File: src/rtl/svb_pkg.sv
package svb_pkg;
  localparam int unsigned SVB_VCS    = 4;
  localparam int unsigned SVB_SLOTS  = 16;
  localparam int unsigned SVB_FLIT_W = 32;
endpackage

File: src/rtl/svb_slot_alloc.sv
module svb_slot_alloc #(
  parameter int unsigned SLOTS = 16,
  localparam int unsigned SW = $clog2(SLOTS)
) (
  input  logic          clk,
  input  logic          rst,
  input  logic          take,
  input  logic          give,
  input  logic [SW-1:0] give_slot,
  output logic [SW-1:0] pick_slot,
  output logic          any_free
);
  logic [SLOTS-1:0] busy;

  // one state bit per slot
  for (genvar s = 0; s < SLOTS; s++) begin : g_slot
    always_ff @(posedge clk) begin
      if (rst)
        busy[s] <= 1'b0;
      else if (take && pick_slot == SW'(s))
        busy[s] <= 1'b1;
      else if (give && give_slot == SW'(s))
        busy[s] <= 1'b0;
    end
  end

  // lowest-numbered free slot
  always_comb begin
    pick_slot = '0;
    for (int i = SLOTS - 1; i >= 0; i--) begin
      if (!busy[i]) pick_slot = SW'(i);
    end
  end

  assign any_free = ~&busy;
endmodule

File: src/rtl/svb_flit_store.sv
module svb_flit_store #(
  parameter int unsigned SLOTS  = 16,
  parameter int unsigned FLIT_W = 32,
  localparam int unsigned SW = $clog2(SLOTS)
) (
  input  logic              clk,
  input  logic              wr_en,
  input  logic [SW-1:0]     wr_slot,
  input  logic [FLIT_W-1:0] wr_data,
  input  logic [SW-1:0]     rd_slot,
  output logic [FLIT_W-1:0] rd_data
);
  logic [FLIT_W-1:0] cells [SLOTS];

  always_ff @(posedge clk) begin
    if (wr_en) cells[wr_slot] <= wr_data;
  end

  assign rd_data = cells[rd_slot];
endmodule

File: src/rtl/svb_link_ctrl.sv
module svb_link_ctrl #(
  parameter int unsigned VCS   = 4,
  parameter int unsigned SLOTS = 16,
  localparam int unsigned SW = $clog2(SLOTS),
  localparam int unsigned VW = (VCS > 1) ? $clog2(VCS) : 1
) (
  input  logic          clk,
  input  logic          rst,
  input  logic          enq,
  input  logic [VW-1:0] enq_vc,
  input  logic [SW-1:0] enq_slot,
  input  logic          deq,
  input  logic [VW-1:0] sel_vc,
  output logic [SW-1:0] sel_head,
  output logic [VCS-1:0] vc_busy
);
  logic [SW-1:0] head [VCS];
  logic [SW-1:0] tail [VCS];
  logic [SW-1:0] link [SLOTS];

  logic same_vc, sel_single, enq_restart;

  assign sel_head    = head[sel_vc];
  assign same_vc     = deq && (sel_vc == enq_vc);
  assign sel_single  = (head[sel_vc] == tail[sel_vc]);
  assign enq_restart = !vc_busy[enq_vc] || (same_vc && sel_single);

  always_ff @(posedge clk) begin
    if (rst) begin
      vc_busy <= '0;
      for (int v = 0; v < VCS; v++) begin
        head[v] <= '0;
        tail[v] <= '0;
      end
      for (int s = 0; s < SLOTS; s++) link[s] <= '0;
    end else begin
      if (deq) begin
        head[sel_vc] <= link[head[sel_vc]];
        if (sel_single && !(enq && same_vc)) vc_busy[sel_vc] <= 1'b0;
      end
      if (enq) begin
        if (enq_restart)
          head[enq_vc] <= enq_slot;
        else
          link[tail[enq_vc]] <= enq_slot;
        tail[enq_vc]    <= enq_slot;
        vc_busy[enq_vc] <= 1'b1;
      end
    end
  end
endmodule

File: src/rtl/shared_vc_buffer.sv
module shared_vc_buffer
  import svb_pkg::*;
#(
  parameter int unsigned VCS    = SVB_VCS,
  parameter int unsigned SLOTS  = SVB_SLOTS,
  parameter int unsigned FLIT_W = SVB_FLIT_W,
  localparam int unsigned SW   = $clog2(SLOTS),
  localparam int unsigned VC_W = (VCS > 1) ? $clog2(VCS) : 1
) (
  input  logic              clk,
  input  logic              rst,
  input  logic              in_valid,
  output logic              in_ready,
  input  logic [VC_W-1:0]   in_vc,
  input  logic [FLIT_W-1:0] in_flit,
  output logic              buf_full,
  input  logic [VC_W-1:0]   rd_vc,
  input  logic              rd_ready,
  output logic              rd_valid,
  output logic [FLIT_W-1:0] rd_flit,
  output logic [VCS-1:0]    ch_empty
);
  logic          any_free;
  logic [SW-1:0] free_slot;
  logic [SW-1:0] head_slot;
  logic [VCS-1:0] vc_busy;
  logic          enq_fire, deq_fire;

  assign in_ready = any_free;
  assign buf_full = ~any_free;
  assign enq_fire = in_valid && any_free;
  assign rd_valid = vc_busy[rd_vc];
  assign deq_fire = rd_valid && rd_ready;
  assign ch_empty = ~vc_busy;

  svb_slot_alloc #(.SLOTS(SLOTS)) u_alloc (
    .clk       (clk),
    .rst       (rst),
    .take      (enq_fire),
    .give      (deq_fire),
    .give_slot (head_slot),
    .pick_slot (free_slot),
    .any_free  (any_free)
  );

  svb_flit_store #(.SLOTS(SLOTS), .FLIT_W(FLIT_W)) u_store (
    .clk     (clk),
    .wr_en   (enq_fire),
    .wr_slot (free_slot),
    .wr_data (in_flit),
    .rd_slot (head_slot),
    .rd_data (rd_flit)
  );

  svb_link_ctrl #(.VCS(VCS), .SLOTS(SLOTS)) u_links (
    .clk      (clk),
    .rst      (rst),
    .enq      (enq_fire),
    .enq_vc   (in_vc),
    .enq_slot (free_slot),
    .deq      (deq_fire),
    .sel_vc   (rd_vc),
    .sel_head (head_slot),
    .vc_busy  (vc_busy)
  );
endmodule

File: config.mk
export PLATFORM = sky130hd
export DESIGN_NAME = shared_vc_buffer
export DESIGN_NICKNAME = d
export VERILOG_FILES = /design/src/rtl/svb_pkg.sv /design/src/rtl/svb_slot_alloc.sv /design/src/rtl/svb_flit_store.sv /design/src/rtl/svb_link_ctrl.sv /design/src/rtl/shared_vc_buffer.sv
export SDC_FILE = /design/constraint.sdc
export NUM_CORES = 1
export LEC_CHECK = 0
export ABC_CLOCK_PERIOD_IN_PS = 6860
export BUFFER_PORTS_ARGS = -buffer_cell sky130_fd_sc_hd__buf_2
export CORE_ASPECT_RATIO = 1.25
export CORE_MARGIN = 4
export CORE_UTILIZATION = 50
export CTS_BUF_LIST = sky130_fd_sc_hd__clkbuf_8
export DETAILED_ROUTE_END_ITERATION = 10
export GPL_TIMING_DRIVEN = 1
export PLACE_DENSITY = 0.73
export SLEW_MARGIN = 20
export SYNTH_ARGS = -nofsm -noshare
export SYNTH_HDL_FRONTEND = slang
export SYNTH_SLANG_ARGS = --single-unit
File: constraint.sdc
create_clock -name clk -period 6.86 [get_ports clk]
set_input_delay 0.343 -clock clk [delete_from_list [all_inputs] [get_ports clk]]
set_output_delay 0.343 -clock clk [all_outputs]
set_load 0.1 [all_outputs]
==> results of run 1 <==
==> worst max-delay path by stage <==
| stage | from | to | slack [ps] |
|---|---|---|---|
| after floorplan | u_alloc.busy[14] | u_store.cells[4][0] | 2740 |
| after global placement | rd_vc[0] | rd_flit[13] | 2380 |
| after detailed placement | rd_vc[0] | rd_flit[13] | 2320 |
| after CTS | u_links.head[0][0] | rd_flit[13] | 2060 |
| after global routing | u_links.head[0][0] | rd_flit[13] | 2030 |
| final | u_links.head[1][1] | rd_flit[31] | 2360 |
==> sequential cells by signal, indices dropped and copies added, names as in the netlist <==
| signal | count |
|---|---|
| u_links.tail | 16 |
| u_links.vc_busy | 4 |
| u_links.head | 16 |
| u_alloc.busy | 16 |
| u_links.link | 64 |
| u_store.cells | 512 |
==> power by group through the flow <==
stage	Clock (mW)	Combinational [mW]	Sequential (mW)
after detailed placement	0	0.939	4.35
final	2.91	0.940	4.27
after floorplan	0	0.733	4.34
after CTS	2.98	0.947	4.27
after global placement	0	0.926	4.35
after global routing	3.15	0.993	4.27
==> cells by family after synthesis <==
group | after synthesis | synth area share
flip-flops | 628 | 0.727
AND/OR/NAND/NOR | 286 | 0.0538
multiplexers | 217 | 0.154
AO/OA/AOI/OAI | 162 | 0.0429
buffers and inverters | 95 | 0.0196
XOR/XNOR | 6 | 0.00205
==> cell usage after synthesis, types with 3 or more instances <==
cell and count:
nor2b_1 42, nand3_1 30, a31oi_1 3, xnor2_1 6, mux2_2 4, buf_6 11
a21oi_1 36, o21ai_0 31, a41o_1 3, nand2_1 61, dfxtp_1 20, o21a_1 3
o22ai_1 6, o2bb2ai_1 8, clkbuf_1 34, a22oi_1 4, mux2i_1 69, nor2_1 98
edfxtp_1 608, nor3_1 10, and3_1 8, a211oi_1 32, nand4_1 12, o211ai_1 7
mux4_2 142, buf_4 9, a22o_1 4, and2_1 5, inv_1 16, o32ai_1 9
buf_2 22, nand2b_1 5
==> area by class of cell <==
cell class | count | area (µm²)
multi-input combinational | 671 | 6590
tap | 658 | 823
clock buffer | 98 | 1350
inverter | 17 | 63.8
clock inverter | 66 | 425
antenna | 3 | 7.51
sequential | 628 | 18700
fill | 3820 | 22000
timing repair buffer | 114 | 706
==> layer usage <==
layer	up-vias	part of all wire	wire (µm)
li1	5925	-	-
met1	7015	0.38	21500
met2	583	0.53	29600
met3	131	0.063	3550
met4	2	0.029	1630
met5	-	0.00025	14
==> through the flow <==
stage	hold slack [ps]	cells	instance area, µm²	total power, mW	setup slack [ps]
floorplan	442	1394	25600	5.08	2740
global placement	513	2074	26700	5.27	2380
detailed placement	517	2074	26700	5.29	2320
CTS	0.193	2251	28600	8.19	2060
global route	29.7	2253	28600	8.42	2030
finish	51.7	2255	28600	8.12	2360
==> metrics.md, run 1 <==
| Metric | Value |
|---|---|
| Critical Path RT | `6520 ps` |
| Worst Path Arrival | `4160 ps` |
| Clock slew at reported path FFs | `70 ps` |
| Hold EP | `u_store.cells[3][31]` |
| Crit share post-route | `0.656` |
| Critical path class | `flip-flop to primary output` |
| Reg power frac | `0.526` |
| Placement Rows | `92` |
| Root buf cell | `clkbuf_8` |
| Hold crit path type | `primary input to flip-flop` |
| Synth Instances | `1,394` |
| Combinational Power Share | `0.116` |
| Worst-margin pin slew | `between 1000 and 1500 ps` |
| Top cells by area, synth | `edfxtp_1 (71%), mux4_2 (12%), mux2i_1 (2.7%)` |
| Dpl hpwl | `31,100 µm` |
| Die area | `between 50,000 and 60,000 µm²` |
| Cell taking the most area after synthesis | `edfxtp_1` |
| Initial antenna violation count | `4` |
| Reg2reg start | `u_links.head[1][1]` |
| Vias in the first global route | `around 14,000` |
| Commonest non-fill, non-tap cell in the layout | `edfxtp_1` |
| CP max FO | `70` |
| Synth cell types | `58` |
| Ys flop type | `edfxtp_1` |
| Port Buf Inserts | `78` |
| Register bit total from synthesis | `about 630` |
| Routing usage on met3 | `0.0352` |
| Outcome | `finished, final reports clean` |
| Clk Latency, worst-skew pair | `670 ps` |
| Pwr per Cell Area | `284 nW/µm²` |
| Netlist Area Pre-Place | `around 26,000 µm²` |
| DRT iter0 DRCs | `1,471` |
| Post-CTS Setup Bufs | `0` |
| YS warnings | `0` |
| Syn-to-layout area delta | `11.6%` |
| GRT Total Usage | `0.205` |
| Total grt overflow | `0` |
| CP cell instances | `mux4_4 -> buf_4 -> mux4_2 -> nor2b_1 -> a211oi_1 -> a21oi_1 -> buf_2` |
| Setup TNS | `0 ps` |
| Critical path's slowest cell | `buf_4` |
| Sw Ratio | `0.256` |
| Inserted Clock Buffers | `95` |
| Max incr delay on CP | `890 ps` |
| GR Util met2 | `0.356` |
| RSZ-0062 raised after global routing | `false` |
| DR vias | `13,700` |
| Top Family by Delay on Critical Path | `buffers and inverters` |
| Core area | `50,600 µm²` |
| Worst hold stages | `1` |
| Total routed wirelength | `56,300 µm` |
| Met1 Resource Use GR | `0.262` |
| Hold bufs inserted after CTS | `13` |
| Synth Net Count | `1,434` |
| CTS resizes | `0` |
| Crit path buffers/inverters | `2` |
| R2R setup slack | `2950 ps` |
| Nets | `1,567` |
| HP Start | `in_flit[31]` |
| Initial DRT Pass Iterations | `8` |
| Drt wl/cell | `25.0 µm` |
| Min Tclk post-route | `4500 ps` |
| Busiest layer in global routing | `met2` |
| Initial Utilization | `0.506` |
| Reg2reg end | `u_links.head[3][1]` |
| Die height | `about 260 µm` |
| Hold Vio Cnt, Final | `0` |
| Share of cells above drive strength 1 | `0.250` |
| EDFF count, synth | `608` |
| Layout Skew | `about 33 ps` |
| Net Sw Power | `between 2 and 2.5 mW` |
| Slew Viols, Final | `0` |
| Fmax | `0.222 GHz` |
| First-pass GRT wire length | `85,700 µm` |
| Max-slew headroom | `0.260` |
| CTS Buffer Depth | `3` |
| Worst VDD drop | `between 0.15 and 0.2 mV` |
| Max-cap violations | `0` |
| Post-synthesis sequential area ratio | `0.727` |
| Final setup violation count | `0` |
| CTS tree | `built` |
| Commonest non-fill, non-tap cells in the layout | `edfxtp_1 (608), mux4_2 (138), clkbuf_8 (98)` |
| IO Pins | `79` |
| Final core area utilization | `0.565` |
| Clock sinks | `~630` |
| Mapped Avg Cell Area | `18.4 µm²` |
| LEAKAGE | `slightly above 9 nW` |
| DRC Markers | `0` |
| Cell Int Power | `6.04 mW` |
| Vias/cell | `roughly 6` |
| Yosys top cell area share | `0.712` |
| Placer congestion estimate | `0.881` |
| Crit path launch type | `flip-flop` |
| Largest net degree at the start of global routing | `80` |
| Worst r2r path cells | `7` |
| ANT nets after route | `0` |
| Synth async-reset ratio | `0` |
| Die Wd | `211 µm` |
| CP Depth | `7` |
| Crit. End Element | `primary output` |
| Clock share of power | `0.358` |
| H-tree depth | `3` |
Note: power is estimated with default switching activity, not from simulation.
==> inputs of run 2 (changes only) <==
- ABC_CLOCK_PERIOD_IN_PS: 6860 -> 4150
- clock period: 6.86 -> 4.15 ns (I/O delays scaled with it)
==> metrics.md, run 2 (synthesis results as in run 1) <==
| Metric | Value |
|---|---|
| Vias/cell | `5.99` |
| Hold Vio Cnt, Final | `0` |
| Max reg flops | `512` |
| Pwr per Cell Area | `457 nW/µm²` |
| GR Util met2 | `0.352` |
| Share of cells above drive strength 1 | `0.249` |
| Routing usage on met3 | `0.0325` |
| Initial antenna violation count | `3` |
| Core area | `50,600 µm²` |
| Nets | `1,600` |
| Min Tclk post-route | `roughly 3900 ps` |
| GRT Total Usage | `0.202` |
| Fin cells | `2,293` |
| Total grt overflow | `0` |
| Placement Rows | `92` |
| Fmax | `0.254 GHz` |
| Largest net degree at the start of global routing | `just under 80` |
| Worst-margin pin slew | `1090 ps` |
| IO Pins | `79` |
| Clock slew at reported path FFs | `60 ps` |
| Crit share post-route | `0.947` |
| Worst Path Arrival | `between 3000 and 4000 ps` |
| First-pass GRT wire length | `around 85,000 µm` |
| Placed Instances | `2,083` |
| Crit. End Element | `primary output` |
| Critical path class | `flip-flop to primary output` |
| DR vias | `around 14,000` |
| Port Buf Inserts | `78` |
| Clock sinks | `628` |
| Inserted Clock Buffers | `96` |
| Drt wl/cell | `24.3 µm` |
| Dpl hpwl | `~31,000 µm` |
| Slew Viols, Final | `0` |
| Top Family by Delay on Critical Path | `multiplexers` |
| Crit path buffers/inverters | `2` |
| H-tree depth | `3` |
| Largest Register | `u_store.cells` |
| RSZ-0062 raised after global routing | `false` |
| Worst Slack Setup Final | `220 ps` |
| Total routed wirelength | `55,600 µm` |
| Busiest layer in global routing | `met2` |
| Max-slew headroom | `0.272` |
| Post-layout power | `13.2 mW` |
| Vias in the first global route | `14,200` |
| Placer congestion estimate | `0.904` |
| Largest regs | `u_store.cells: 512 flops, u_links.link: 64 flops` |
| Layout Skew | `between 20 and 25 ps` |
| ANT nets after route | `0` |
| Setup TNS | `0 ps` |
| Final setup violation count | `0` |
| Critical path's slowest cell | `mux4_4` |
| Crit path launch type | `flip-flop` |
| Worst slack, placed | `525 ps` |
| Max incr delay on CP | `870 ps` |
| Outcome | `finished, final reports clean` |
| CP cell instances | `mux4_4 -> buf_4 -> mux4_2 -> nor2b_1 -> a211oi_1 -> a21oi_1 -> buf_2` |
| Post-CTS Setup Bufs | `0` |
| LEAKAGE | `9.38 nW` |
| Critical Path RT | `3940 ps` |
| Die Wd | `211 µm` |
| Met1 Resource Use GR | `0.263` |
| Commonest non-fill, non-tap cells in the layout | `edfxtp_1 (608), mux4_2 (138), clkbuf_8 (99)` |
| Die area | `55,000 µm²` |
| Hold crit path type | `primary input to flip-flop` |
| Initial Utilization | `0.506` |
| CP max FO | `48` |
| Die height | `approximately 260 µm` |
| Clk Latency, worst-skew pair | `680 ps` |
| CTS Buffer Depth | `3` |
| R2R setup slack | `940 ps` |
| Commonest non-fill, non-tap cell in the layout | `edfxtp_1` |
| DRT iter0 DRCs | `1,298` |
| DRC Markers | `0` |
| Max-cap violations | `0` |
| Root buf cell | `clkbuf_8` |
| Syn-to-layout area delta | `12.7%` |
| CTS tree | `built` |
| Worst VDD drop | `approximately 0.23 mV` |
| Initial DRT Pass Iterations | `5` |
[run 2: cell types whose count changed in the layout (fill, tap and decap cells not counted), sizes merged, moves of 2 or more]
cell | previous run | this run
clkinv | 33 | 31
buf | 101 | 109
inv | 42 | 54
dlygate4sd3 | 13 | 37
bufinv | 5 | 0
[run 2: report_power, final]
group	total, mW	internal, mW	switching (mW)
clock	4.56	2.23	2.33
combinational	1.58	0.481	1.10
sequential	7.06	7.03	0.0282
[run 2: path summary, 6_finish.rpt]
check,startpoint,to,depth (start not counted)
max,u_links.head[3][1],rd_flit[30],7
min,in_vc[1],u_links.vc_busy[2],3
max reg2reg,u_links.head[3][0],u_links.head[0][0],7
min reg2reg,u_links.vc_busy[3],u_links.vc_busy[3],2
[run 2: what timing repair did]
item	in CTS	in global routing
hold buffers	37	0
endpoints found under the hold margin	529	0
gates resized for setup	0	0
[run 2: stage by stage]
| step | cell area [µm²] | util | hold slack, ps |
|---|---|---|---|
| 6_report | 28900 | 0.571 | 77.6 |
| 5_1_grt | 28900 | 0.570 | 60.9 |
| 4_1_cts | 28900 | 0.570 | 15.3 |
| 3_5_place_dp | 26800 | 0.529 | 520 |
| 3_3_place_gp | 26800 | 0.529 | 524 |
| 2_1_floorplan | 25600 | - | 306 |
[run 2: area by class of cell]
cell class                 instances  area, µm²
tap                              658        823
timing repair buffer             146       1060
multi-input combinational        671       6590
antenna                            4       10.0
inverter                          17       63.8
fill                            3790      21700
clock buffer                      99       1360
clock inverter                    70        339
sequential                       628      18700
[run 2: tightest hold or removal path: stages]
cell	delay, ps
buf_2	190
nand3_1	230
nand2_1	80
[run 2: routing by layer]
metal  vias up  part of all wire
met4         0             0.021
met3        82             0.058
met5         -                 0
met2       519              0.53
li1       5991                 -
met1      7136              0.39
==> inputs of run 3 (changes only) <==
- ABC_AREA: not set -> 1
==> metrics.md, run 3 <==
| Metric | Value |
|---|---|
| Multi-input logic area | `about 5400 µm²` |
| Port Buf Inserts | `78` |
| Setup TNS | `0 ps` |
| Total grt overflow | `0` |
| ANT nets after route | `0` |
| Worst r2r path cells | `19` |
| Metal2 WL | `29,500 µm` |
| Slew Viols, Final | `0` |
| Synth async-reset ratio | `0` |
| Clk Latency, worst-skew pair | `roughly 700 ps` |
| GRT Total Usage | `0.218` |
| Clock sinks | `628` |
| DRC Markers | `0` |
| Highest metal used | `met5` |
| HP Start | `in_vc[1]` |
| YS warnings | `0` |
| Cell taking the most area after synthesis | `edfxtp_1` |
| Ys flop type | `edfxtp_1` |
| Hold EP | `u_links.vc_busy[3]` |
| Total routed wirelength | `59,800 µm` |
| DR vias | `16,000` |
| Die height | `257 µm` |
| Top cells by area, synth | `edfxtp_1 (74%), a22oi_1 (7.9%), nand2_1 (6.2%)` |
| Clock slew at reported path FFs | `~60 ps` |
| Max reg flops | `512` |
| Placement Rows | `90` |
| Synth Instances | `1,848` |
| CP max FO | `57` |
| Fin area | `approximately 28,000 µm²` |
| Share of cells above drive strength 1 | `0.141` |
| Critical path class | `flip-flop to primary output` |
| Netlist Area Pre-Place | `24,800 µm²` |
| DRT iter0 DRCs | `between 1,500 and 2,000` |
| Syn-to-layout area delta | `13.9%` |
| Layout Skew | `33.4 ps` |
| Min Tclk post-route | `3900 ps` |
| Yosys top cell area share | `0.738` |
| Max-slew headroom | `0.236` |
| Post-layout power | `13.6 mW` |
| Pwr per Cell Area | `481 nW/µm²` |
| Core area | `48,600 µm²` |
| Wl on met1 | `23,300 µm` |
| Worst-margin pin slew | `roughly 1100 ps` |
| Worst slack, placed | `approximately 620 ps` |
| Worst hold stages | `3` |
| Worst Path Arrival | `3690 ps` |
| Initial DRT Pass Iterations | `7` |
| Crit path launch type | `flip-flop` |
| Largest regs | `u_store.cells: 512 flops, u_links.link: 64 flops` |
| Die area | `between 50,000 and 60,000 µm²` |
| Dpl hpwl | `34,000 µm` |
| Vias/cell | `approximately 6` |
| Area post-placement | `26,000 µm²` |
| Register bit total from synthesis | `between 600 and 700` |
| H-tree depth | `3` |
| Mapped Avg Cell Area | `around 13 µm²` |
| Nets | `2,049` |
| Max-cap violations | `0` |
| Inserted Clock Buffers | `93` |
| Vias in the first global route | `15,700` |
| RSZ-0062 raised after global routing | `false` |
| Post-synthesis sequential area ratio | `0.754` |
| Commonest non-fill, non-tap cell in the layout | `edfxtp_1` |
| Reg2reg end | `u_store.cells[0][13]` |
| Worst VDD drop | `0.263 mV` |
| First-pass GRT wire length | `roughly 91,000 µm` |
| R2R setup slack | `a little under 1000 ps` |
| Synth Net Count | `1,888` |
| Largest net degree at the start of global routing | `83` |
| Hold Vio Cnt, Final | `0` |
| Root buf cell | `clkbuf_8` |
| Metal3 WL | `5110 µm` |
| CTS tree | `built` |
| Worst Slack Setup Final | `roughly 250 ps` |
| Largest Register | `u_store.cells` |
| LEAKAGE | `between 10 and 15 nW` |
| Initial antenna violation count | `3` |
| Final setup violation count | `0` |
| Critical Path RT | `3940 ps` |
| Fill count | `3,734` |
| EDFF count, synth | `around 610` |
| Placer congestion estimate | `0.895` |
| CTS Buffer Depth | `3` |
| Outcome | `finished, final reports clean` |
| Commonest non-fill, non-tap cells in the layout | `edfxtp_1 (608), nand2_1 (411), a22oi_1 (260)` |
| Initial Utilization | `0.509` |
| Hold crit path type | `primary input to flip-flop` |
| Crit. End Element | `primary output` |
| Register area | `18,700 µm²` |
| Crit share post-route | `0.939` |
| Reg2reg start | `u_alloc.busy[15]` |
| Drt wl/cell | `21.9 µm` |
| Fmax | `0.257 GHz` |
| IO Pins | `79` |
| Top cells by count, synth | `edfxtp_1 (608), nand2_1 (412), a22oi_1 (260)` |
| Most frequent cell after synthesis | `edfxtp_1` |
| Die Wd | `a little over 200 µm` |
| Synth cell types | `37` |
-- run 3: per-stage QoR --
step	util	hold WS, ps	instances
floorplan	-	306	1848
global placement	0.534	490	2521
detailed placement	0.534	502	2521
CTS	0.580	0.630	2731
global route	0.580	85.4	2733
finish	0.580	46.3	2733
-- run 3: per-layer routing --
layer / GRT usage / vias up
met5: 0 / -
met4: 0.0856 / 2
met3: 0.0342 / 144
met2: 0.362 / 855
met1: 0.292 / 7806
li1: - / 7191
-- run 3: worst max-delay path, cell delays in order (launching register included) --
cell and delay [ps]:
edfxtp_1 370, inv_1 80, nor2_1 50, a21oi_1 150, nand2_2 280, inv_4 280
nand2_2 210, inv_4 340, buf_12 310, a22oi_1 110, nand2_1 80, nand2_1 50
nand4_1 180, buf_2 460
-- run 3: timing repair --
item	CTS	global route
setup endpoints to repair	0	29
gates resized for setup	0	2
hold buffers	37	0
setup buffers	0	0
endpoints found under the hold margin	530	0
-- run 3: worst max path at each step --
stage	from	end	slack, ps	cells after the start
2_1_floorplan	u_links.vc_busy[1]	u_links.link[10][0]	680	11
3_3_place_gp	rd_vc[0]	rd_flit[0]	700	13
3_5_place_dp	rd_vc[0]	rd_flit[0]	620	13
4_1_cts	rd_vc[1]	rd_flit[0]	100	13
5_1_grt	rd_vc[1]	rd_flit[2]	8	15
6_report	u_links.head[3][0]	rd_flit[2]	250	13
-- run 3: logic make-up after synthesis --
logic type / after synthesis / share of synthesized area
compound gates: 349 / 0.0992
flops: 628 / 0.754
xor+xnor: 3 / 0.00106
buf+inv: 179 / 0.0302
simple gates: 689 / 0.116
-- run 3: cell type report --
cell class / instances / area share
multi-input combinational: 1041 / 0.191
sequential: 628 / 0.661
timing repair buffer: 154 / 0.0409
tap: 644 / 0.0286
clock buffer: 98 / 0.0478
inverter: 91 / 0.0125
clock inverter: 75 / 0.0175
antenna: 2 / 0.000177
-- run 3: report_power, final --
| group | total [mW] | switching (mW) | internal [mW] |
|---|---|---|---|
| Sequential | 7.07 | 0.0322 | 7.04 |
| Clock | 4.91 | 2.38 | 2.54 |
| Combinational | 1.60 | 1.25 | 0.346 |
| Total | 13.6 | 3.66 | 9.92 |
